<file path="src/rtl/lpddr_init_pkg.sv">
package lpddr_init_pkg;
  // {cs_n, ras_n, cas_n, we_n}
  typedef enum logic [3:0] {
    CMD_LMR = 4'b0000,
    CMD_REF = 4'b0001,
    CMD_PRE = 4'b0010,
    CMD_NOP = 4'b0111,
    CMD_DES = 4'b1111
  } cmd_e;

  typedef enum logic [2:0] {
    ST_PRE,
    ST_REF_A,
    ST_REF_B,
    ST_MRS,
    ST_EMRS,
    ST_DONE
  } step_e;

  localparam int ALL_BANK_BIT = 10;

  function automatic int max_of4(int a, int b, int c, int d);
    int m;
    m = a;
    if (b > m) m = b;
    if (c > m) m = c;
    if (d > m) m = d;
    return m;
  endfunction
endpackage

</file>
<file path="src/rtl/lpddr_wait_ctr.sv">
module lpddr_wait_ctr #(
  parameter int W = 16,
  parameter logic [W-1:0] RST_VAL = '0
) (
  input  logic         clk,
  input  logic         rst_n,
  input  logic         en,
  input  logic         load,
  input  logic [W-1:0] load_val,
  output logic         zero
);
  logic [W-1:0] cnt;

  always_ff @(posedge clk) begin
    if (!rst_n)               cnt <= RST_VAL;
    else if (load)            cnt <= load_val;
    else if (en && cnt != '0) cnt <= cnt - 1'b1;
  end

  assign zero = (cnt == '0);
endmodule

</file>
<file path="src/rtl/lpddr_init_fsm.sv">
module lpddr_init_fsm
  import lpddr_init_pkg::*;
#(
  parameter int ADDR_W = 12,
  parameter int CNT_W  = 16,
  parameter int TRP_CYC  = 3,
  parameter int TRFC_CYC = 15,
  parameter int TMRD_CYC = 2
) (
  input  logic              clk,
  input  logic              rst_n,
  input  logic [ADDR_W-1:0] mr_code,
  input  logic [ADDR_W-1:0] emr_code,
  input  logic              ctr_zero,
  output logic              ctr_load,
  output logic [CNT_W-1:0]  ctr_val,
  output cmd_e              cmd,
  output logic [ADDR_W-1:0] addr,
  output logic [1:0]        ba,
  output logic              done
);
  step_e step;

  // wait after the command issued in the current step, minus one
  always_comb begin
    unique case (step)
      ST_PRE:            ctr_val = CNT_W'(TRP_CYC - 1);
      ST_REF_A, ST_REF_B: ctr_val = CNT_W'(TRFC_CYC - 1);
      ST_MRS, ST_EMRS:   ctr_val = CNT_W'(TMRD_CYC - 1);
      default:           ctr_val = '0;
    endcase
  end

  assign ctr_load = ctr_zero && (step != ST_DONE);

  always_ff @(posedge clk) begin
    if (!rst_n) begin
      step <= ST_PRE;
      cmd  <= CMD_DES;
      addr <= '0;
      ba   <= '0;
      done <= 1'b0;
    end else begin
      cmd  <= CMD_NOP;
      addr <= '0;
      ba   <= '0;
      if (ctr_zero) begin
        unique case (step)
          ST_PRE: begin
            cmd <= CMD_PRE;
            addr[ALL_BANK_BIT] <= 1'b1;
            step <= ST_REF_A;
          end
          ST_REF_A: begin
            cmd  <= CMD_REF;
            step <= ST_REF_B;
          end
          ST_REF_B: begin
            cmd  <= CMD_REF;
            step <= ST_MRS;
          end
          ST_MRS: begin
            cmd  <= CMD_LMR;
            addr <= mr_code;
            ba   <= 2'b00;
            step <= ST_EMRS;
          end
          ST_EMRS: begin
            cmd  <= CMD_LMR;
            addr <= emr_code;
            ba   <= 2'b10;
            step <= ST_DONE;
          end
          default: done <= 1'b1;
        endcase
      end
    end
  end
endmodule

</file>
<file path="src/rtl/lpddr_ref_timer.sv">
module lpddr_ref_timer #(
  parameter int CLK_MHZ  = 200,
  parameter int PEND_MAX = 8,
  parameter int PEND_W   = 4
) (
  input  logic              clk,
  input  logic              rst_n,
  input  logic              en,
  input  logic              ack,
  output logic [PEND_W-1:0] pending,
  output logic              req
);
  // 64 ms / 4096 rows = 15.625 us per slot
  localparam int REF_CYC = (CLK_MHZ * 15625) / 1000;
  localparam int RW      = $clog2(REF_CYC + 1);

  logic slot_zero, tick, inc, dec;

  lpddr_wait_ctr #(.W(RW), .RST_VAL(RW'(REF_CYC - 1))) u_slot (
    .clk      (clk),
    .rst_n    (rst_n),
    .en       (en),
    .load     (tick),
    .load_val (RW'(REF_CYC - 1)),
    .zero     (slot_zero)
  );

  assign tick = slot_zero && en;
  assign inc  = tick && (pending != PEND_W'(PEND_MAX));
  assign dec  = ack && (pending != '0);

  always_ff @(posedge clk) begin
    if (!rst_n)          pending <= '0;
    else if (inc && !dec) pending <= pending + 1'b1;
    else if (dec && !inc) pending <= pending - 1'b1;
  end

  assign req = (pending != '0);
endmodule

</file>
<file path="src/rtl/lpddr_init_seq.sv">
module lpddr_init_seq
  import lpddr_init_pkg::*;
#(
  parameter int ADDR_W   = 12,
  parameter int CLK_MHZ  = 200,
  parameter int HOLD_CYC = 40000,
  parameter int TRP_CYC  = 3,
  parameter int TRFC_CYC = 15,
  parameter int TMRD_CYC = 2,
  parameter int PEND_MAX = 8,
  parameter int PEND_W   = $clog2(PEND_MAX + 1)
) (
  input  logic              clk,
  input  logic              rst_n,
  input  logic [ADDR_W-1:0] mr_code,
  input  logic [ADDR_W-1:0] emr_code,
  input  logic              ref_ack,
  output logic              cke,
  output logic              cs_n,
  output logic              ras_n,
  output logic              cas_n,
  output logic              we_n,
  output logic [ADDR_W-1:0] addr,
  output logic [1:0]        ba,
  output logic              init_done,
  output logic              ref_req,
  output logic [PEND_W-1:0] ref_pending
);
  localparam int MAX_WAIT = max_of4(HOLD_CYC, TRP_CYC, TRFC_CYC, TMRD_CYC);
  localparam int CNT_W    = $clog2(MAX_WAIT + 1);

  logic             ctr_zero, ctr_load;
  logic [CNT_W-1:0] ctr_val;
  cmd_e             cmd;

  lpddr_wait_ctr #(.W(CNT_W), .RST_VAL(CNT_W'(HOLD_CYC - 1))) u_wait (
    .clk      (clk),
    .rst_n    (rst_n),
    .en       (1'b1),
    .load     (ctr_load),
    .load_val (ctr_val),
    .zero     (ctr_zero)
  );

  lpddr_init_fsm #(
    .ADDR_W(ADDR_W), .CNT_W(CNT_W),
    .TRP_CYC(TRP_CYC), .TRFC_CYC(TRFC_CYC), .TMRD_CYC(TMRD_CYC)
  ) u_fsm (
    .clk      (clk),
    .rst_n    (rst_n),
    .mr_code  (mr_code),
    .emr_code (emr_code),
    .ctr_zero (ctr_zero),
    .ctr_load (ctr_load),
    .ctr_val  (ctr_val),
    .cmd      (cmd),
    .addr     (addr),
    .ba       (ba),
    .done     (init_done)
  );

  lpddr_ref_timer #(.CLK_MHZ(CLK_MHZ), .PEND_MAX(PEND_MAX), .PEND_W(PEND_W)) u_ref (
    .clk     (clk),
    .rst_n   (rst_n),
    .en      (init_done),
    .ack     (ref_ack),
    .pending (ref_pending),
    .req     (ref_req)
  );

  assign cke = 1'b1;
  assign {cs_n, ras_n, cas_n, we_n} = cmd;
endmodule

</file>
<file path="config.mk">
export PLATFORM = sky130hd
export DESIGN_NAME = lpddr_init_seq
export DESIGN_NICKNAME = d
export VERILOG_FILES = /design/src/rtl/lpddr_init_pkg.sv /design/src/rtl/lpddr_wait_ctr.sv /design/src/rtl/lpddr_init_fsm.sv /design/src/rtl/lpddr_ref_timer.sv /design/src/rtl/lpddr_init_seq.sv
export SDC_FILE = /design/constraint.sdc
export NUM_CORES = 1
export LEC_CHECK = 0
export BUFFER_PORTS_ARGS = -buffer_cell sky130_fd_sc_hd__buf_2
export CORE_MARGIN = 2
export CORE_UTILIZATION = 40
export CTS_CLUSTER_SIZE = 12
export DETAILED_ROUTE_END_ITERATION = 6
export GPL_ROUTABILITY_DRIVEN = 0
export SLEW_MARGIN = 0
export SYNTH_ARGS = -nofsm -noshare
export SYNTH_HDL_FRONTEND = slang
export SYNTH_SLANG_ARGS = --single-unit
export TNS_END_PERCENT = 30
</file>
<file path="constraint.sdc">
create_clock -name clk -period 2.4 [get_ports clk]
set_input_delay 0.48 -clock clk [delete_from_list [all_inputs] [get_ports clk]]
set_output_delay 0.48 -clock clk [all_outputs]
set_load 0.01 [all_outputs]
</file>
Word level (Yosys, flattened, before mapping)
Index checks and enable logic that the tools add are counted. W data, S select, Z words.

Bits in registers: 54. Input port bits: 27. Output and inout bits: 25.

$add $sub $neg: 4. Equality and inequality tests: 6. Muxes and demuxes: 12. Bitwise gates (word level): 2. Reduce and logical (&&, ||, !) cells: 25.

Operators with widths (number): $mux W16 (2); $pmux W10 S2 (1); $logic_not A16 Y1 (1); $reduce_bool A16 Y1 (1); $sub A16 B1 Y16 const B (1); $pmux W3 S5 (1); $logic_not A12 Y1 (1); $mux W4 (3); $pmux W4 S3 (1); $reduce_bool A12 Y1 (1); $sub A12 B1 Y12 const B (1); $pmux W3 S3 (1); $logic_and A1 B1 Y1 (7); $eq A3 B2 Y1 const B (2); $reduce_and A2 Y1 (3); $reduce_or A2 Y1 (3); $reduce_bool A5 Y1 (1); $reduce_or A5 Y1 (1); $add A4 B1 Y4 const B (1); $ne A4 B4 Y1 const B (1); $reduce_bool A2 Y1 (2); $reduce_bool A4 Y1 (1); $sub A4 B1 Y4 const B (1); $eq A3 B1 Y1 const B (1); 8 further kinds (10).

Longest topological paths before layout
Word-level depth: 7. Depth in mapped cells: 12. Depth with buffers taken out: 12.

Hierarchy
A second synthesis with hierarchy kept.

Cells, all modules: 342. Area, all modules: 2966.6 µm².

By module, submodules not included: lpddr_wait_ctr (u_wait) (times used 1, cells an instance 127, area an instance 1012.2 µm²); lpddr_init_fsm (times used 1, cells an instance 88, area an instance 874.6 µm²); lpddr_wait_ctr (u_ref.u_slot) (times used 1, cells an instance 92, area an instance 759.5 µm²); lpddr_ref_timer (times used 1, cells an instance 33, area an instance 309.0 µm²); lpddr_init_seq (times used 1, cells an instance 2, area an instance 11.3 µm²).

Worst setup path after synthesis
Ideal clock, no wire load.

Path type: register -> register. Start point: register u_ref.u_slot.cnt[0]. End point: register u_ref.pending[3]. Arrival: 2367 ps. Path slack: -39 ps. Stages on the path, launching flop included: 13. Buffers on the path: 0. Clock period less this slack: 2439 ps. Cells stage by stage: dfxtp_1 inv_1 ha_1 nor4b_1 nand2_1 a211oi_1 ha_1 inv_1 ha_1 a21oi_1 a211oi_1 a31oi_1 mux2i_1.

Word-level cells in the longest chain between the ends: 6.

Ends and longest elaborated chain: start, declared (line lpddr_wait_ctr.sv:12) `logic [W-1:0] cnt;`; start signal, assigned (line lpddr_wait_ctr.sv:16) `else if (load) cnt <= load_val;`; start signal, assigned (line lpddr_wait_ctr.sv:17) `else if (en && cnt != '0) cnt <= cnt - 1'b1;`; $logic_not A12 Y1 (*) (line lpddr_wait_ctr.sv:20) `assign zero = (cnt == '0);`; $logic_and A1 B1 Y1 (*) (line lpddr_ref_timer.sv:28) `assign tick = slot_zero && en;`; $logic_and A1 B1 Y1 (*) (line lpddr_ref_timer.sv:29) `assign inc = tick && (pending != PEND_W'(PEND_MAX));`; $logic_not A1 Y1 (line lpddr_ref_timer.sv:35) `else if (dec && !inc) pending <= pending - 1'b1;`; $logic_and A1 B1 Y1 (line lpddr_ref_timer.sv:35); $reduce_bool A2 Y1 (no line); end signal, assigned (line lpddr_ref_timer.sv:34) `else if (inc && !dec) pending <= pending + 1'b1;`; end signal, assigned (line lpddr_ref_timer.sv:35); end, declared (line lpddr_ref_timer.sv:10) `output logic [PEND_W-1:0] pending,`.

Mark *: on every way between the ends. The rest lies on a longest branch, timed or not. A chain may end at the register's enable or synchronous reset.

Worst setup path in the final report
Start point: register u_ref.u_slot.cnt[1]. End point: register u_ref.pending[2].

The elaborated chain is that of the path after synthesis.

==> reports/metrics.csv <==
stage;metric;value;unit
run_status;status;finished clean;
final_layout;Final Core Density;52.2;%
worst_setup_path;Crit. End Element;flop;
grt;grt total ovfl;0;
grt;Total GRT Usage;16.2;%
yosys;Post-Syn Area;2510;um2
worst_setup_path;CP Max Fanout;3;
yosys;Yosys cell types;48;
die;Site Rows;28;
route;Routed Antenna Nets;0;
job;Max-Cap Viols;0;
timing;Worst Tran Pin Value;0.636;ns
route;TritonRoute pass-1 iters;4;
power;peak supply drop;0.263;mV
yosys;top_reg_cell synth;dfxtp_1;
power;PwrDens;468;nW/um2
place;Post-DP HPWL;4.15;mm
die;Die Y;83.3;um
yosys;Yosys reg bits;53;
final_layout;diode count;0;
clock_tree;CTS Root Cell;clkbuf_8;
timing;RSZ-0062 raised after global routing;true;
timing;endpoints failing setup;0;
yosys;post-synthesis adder-cell area fraction;4.28;%
die;Die Wd;83.3;um
grt;global-route wire length before repair;9.41;mm
timing;fmax;419;MHz
clock_tree;H-tree levels;2;
clock_tree;Num CTS Buffers;5;
route;vias;2303;
clock_tree;clk sinks;53;
yosys;syn nets;324;
power;Pwr Total;1.46;mW
route;drt total wl;5.74;mm
route;WL per Instance;13.4;um
yosys;most numerous cell in the Yosys netlist;dfxtp_1;
final_layout;final net count;388;
die;I/O pin count;52;
timing;Final period util;99.4;%
worst_setup_path;kind of critical path;flop to flop;
clock_tree;Max clock buf depth;2;
yosys;mean post-synth cell area;8.69;um2
yosys;synthesized instance count;289;
power;P_leak;1.19;nW
place;port bufs;49;
final_layout;Fillers;570;
clock_tree;CTS tree;yes;
yosys;ys async rst share;0;%
yosys;XOR/XNOR Fraction of Synth Area;2.79;%
yosys;Ys Warns;0;
worst_setup_path;Critical Path AT;2.60;ns
hold_path;Hold WC Path Type;input pin to flop;
worst_setup_path;CP required;2.62;ns
timing;fin. max-slew vios;0;
yosys;Seq/Total Area, Yosys;42.2;%
die;core area;5990;um2
worst_setup_path;Worst setup SP type;flop;
die;initial core utilization;41.9;%
yosys;ranking of synthesized cells by area;dfxtp_1 42%, nor2_1 4.2%, ha_1 3.5%, nand2_1 3.4%, a22oi_1 3.3%;
grt;initial antenna violation count;0;
clock_tree;clock slew seen by the registers of the worst setup and hold paths;0.10;ns
yosys;Compound-Gate Fraction of Synth Area;16.7;%
timing;Final Hold Vio Count;0;
yosys;main combinational cell family by area after synthesis;simple AND/OR/NAND/NOR gates;
grt;largest net degree at the start of global routing;25;
timing;Final Skew;0.00684;ns
clock_tree;Skew-Pair Late Insertion Delay;0.31;ns
yosys;post-synth top area cell;dfxtp_1;
final_layout;layout cell share with drive strength beyond 1;29.4;%
route;Starting DRT DRC Count;96;
route;Vias/cell;5.37;
route;DRC errors left;0;
final_layout;area grow syn2layout;24.4;%
yosys;EDFF count, synth;0;
yosys;Synth top area share;42.2;%
timing;min cycle time layout;2.39;ns
yosys;top cells by count, synth;53 x dfxtp_1, 28 x nor2_1, 23 x nand2_1, 14 x a21oi_1, 14 x nor3_1;
timing;Rel. slew slack;57.3;%
yosys;multiplexer share of the synthesized area;1.99;%
yosys;post-synthesis simple-gate area fraction;27.3;%
grt;vias in the first global route;2092;
die;die area;6930;um2
-- worst max-delay path, stage by stage (launching register included) --
cell,delay [ns]
dfxtp_2,0.33
inv_2,0.07
ha_4,0.13
nor4b_4,0.20
nand2_1,0.12
a211oi_2,0.21
ha_2,0.23
inv_2,0.07
buf_4,0.13
fa_1,0.39
xnor2_1,0.19
nor2_1,0.06
a21oi_1,0.11
nor2_1,0.05
-- cell type report --
| class | instances | area (um2) | area share, % |
|---|---|---|---|
| Multi-Input combinational cell | 212 | 1420 | 45.5 |
| Clock inverter | 2 | 13.8 | 0.440 |
| Inverter | 8 | 30.0 | 0.961 |
| Tap cell | 75 | 93.8 | 3.00 |
| Timing Repair Buffer | 73 | 429 | 13.7 |
| Clock buffer | 6 | 72.6 | 2.32 |
| Sequential cell | 53 | 1060 | 34.0 |
-- path summary, 6_finish.rpt --
check                                   start                            end  slack [ns]  cells after the start
max reg2reg  u_ref.u_slot.cnt[1]$_SDFFE_PP0P_  u_ref.pending[2]$_SDFFE_PN0P_        0.01                     13
max          u_ref.u_slot.cnt[1]$_SDFFE_PP0P_  u_ref.pending[2]$_SDFFE_PN0P_        0.01                     13
min                                mr_code[7]       u_fsm.addr[7]$_SDFF_PN0_        0.40                      3
min reg2reg        u_wait.cnt[6]$_SDFFE_PN0P_     u_wait.cnt[6]$_SDFFE_PN0P_        0.47                      2
-- report_power, final --
part / switching (mW) / internal [mW] / leakage (nW)
registers: 0.00718 / 0.885 / 0.430
clock network: 0.303 / 0.209 / 0.0456
logic: 0.0294 / 0.0287 / 0.711
-- sequential cells by signal, summed over array words and instances, names as in the netlist --
register and flops:
u_fsm.step 3, u_fsm.cmd 4, u_fsm.ba 1, u_fsm.done 1
u_fsm.addr 12, u_wait.cnt 16, u_ref.u_slot.cnt 12, u_ref.pending 4
-- kinds of logic (layout without fill, tap and decap cells) --
family,Yosys count,count (layout)
buf+inv,24,89
fa+ha+maj,8,8
compound gates,63,63
flops,53,53
other cells,2,2
xor+xnor,8,8
mux,5,5
simple gates,126,126
-- placed cells by master (no fill, tap or decap), types with 4 or more instances in the layout --
master	n
dfxtp_1	51
buf_2	49
nor2_1	28
nand2_1	23
buf_4	23
nor3_1	14
a21oi_1	13
o21ai_0	11
a22oi_1	11
nand3_1	9
nand2b_1	8
nor4_1	8
or4_1	6
or3_1	6
inv_1	5
mux2i_1	5
xor2_1	5
o31ai_1	5
clkbuf_8	5
nand3b_1	4
-- layer usage --
metal | routed length [um] | track usage, % | vias to the layer above
met4 | 46 | 5.07 | 0
met5 | 0 | 0 | -
li1 | - | - | 1182
met2 | 2810 | 27.1 | 35
met3 | 178 | 4.08 | 4
met1 | 2700 | 20.5 | 1082
-- repair_timing --
item	4_1_cts	5_1_grt
setup endpoints to repair	2	2
resized for setup	8	9
setup buffers	0	3
pin swaps	3	8
cloned	0	0
hold buffers	0	0
-- through the flow --
stage	setup TNS [ns]	cells	hold WS (ns)	setup slack [ns]	instance area [um2]
2_1_floorplan	0	289	0.442	0.0470	2520
3_3_place_gp	0	418	0.455	0.0271	2940
3_5_place_dp	-0.109	418	0.464	-0.0698	2940
4_1_cts	0	426	0.397	0.00624	3070
5_1_grt	-0.243	429	0.401	-0.142	3130
6_report	0	429	0.402	0.0135	3130
(Power assumes the default switching activity.)
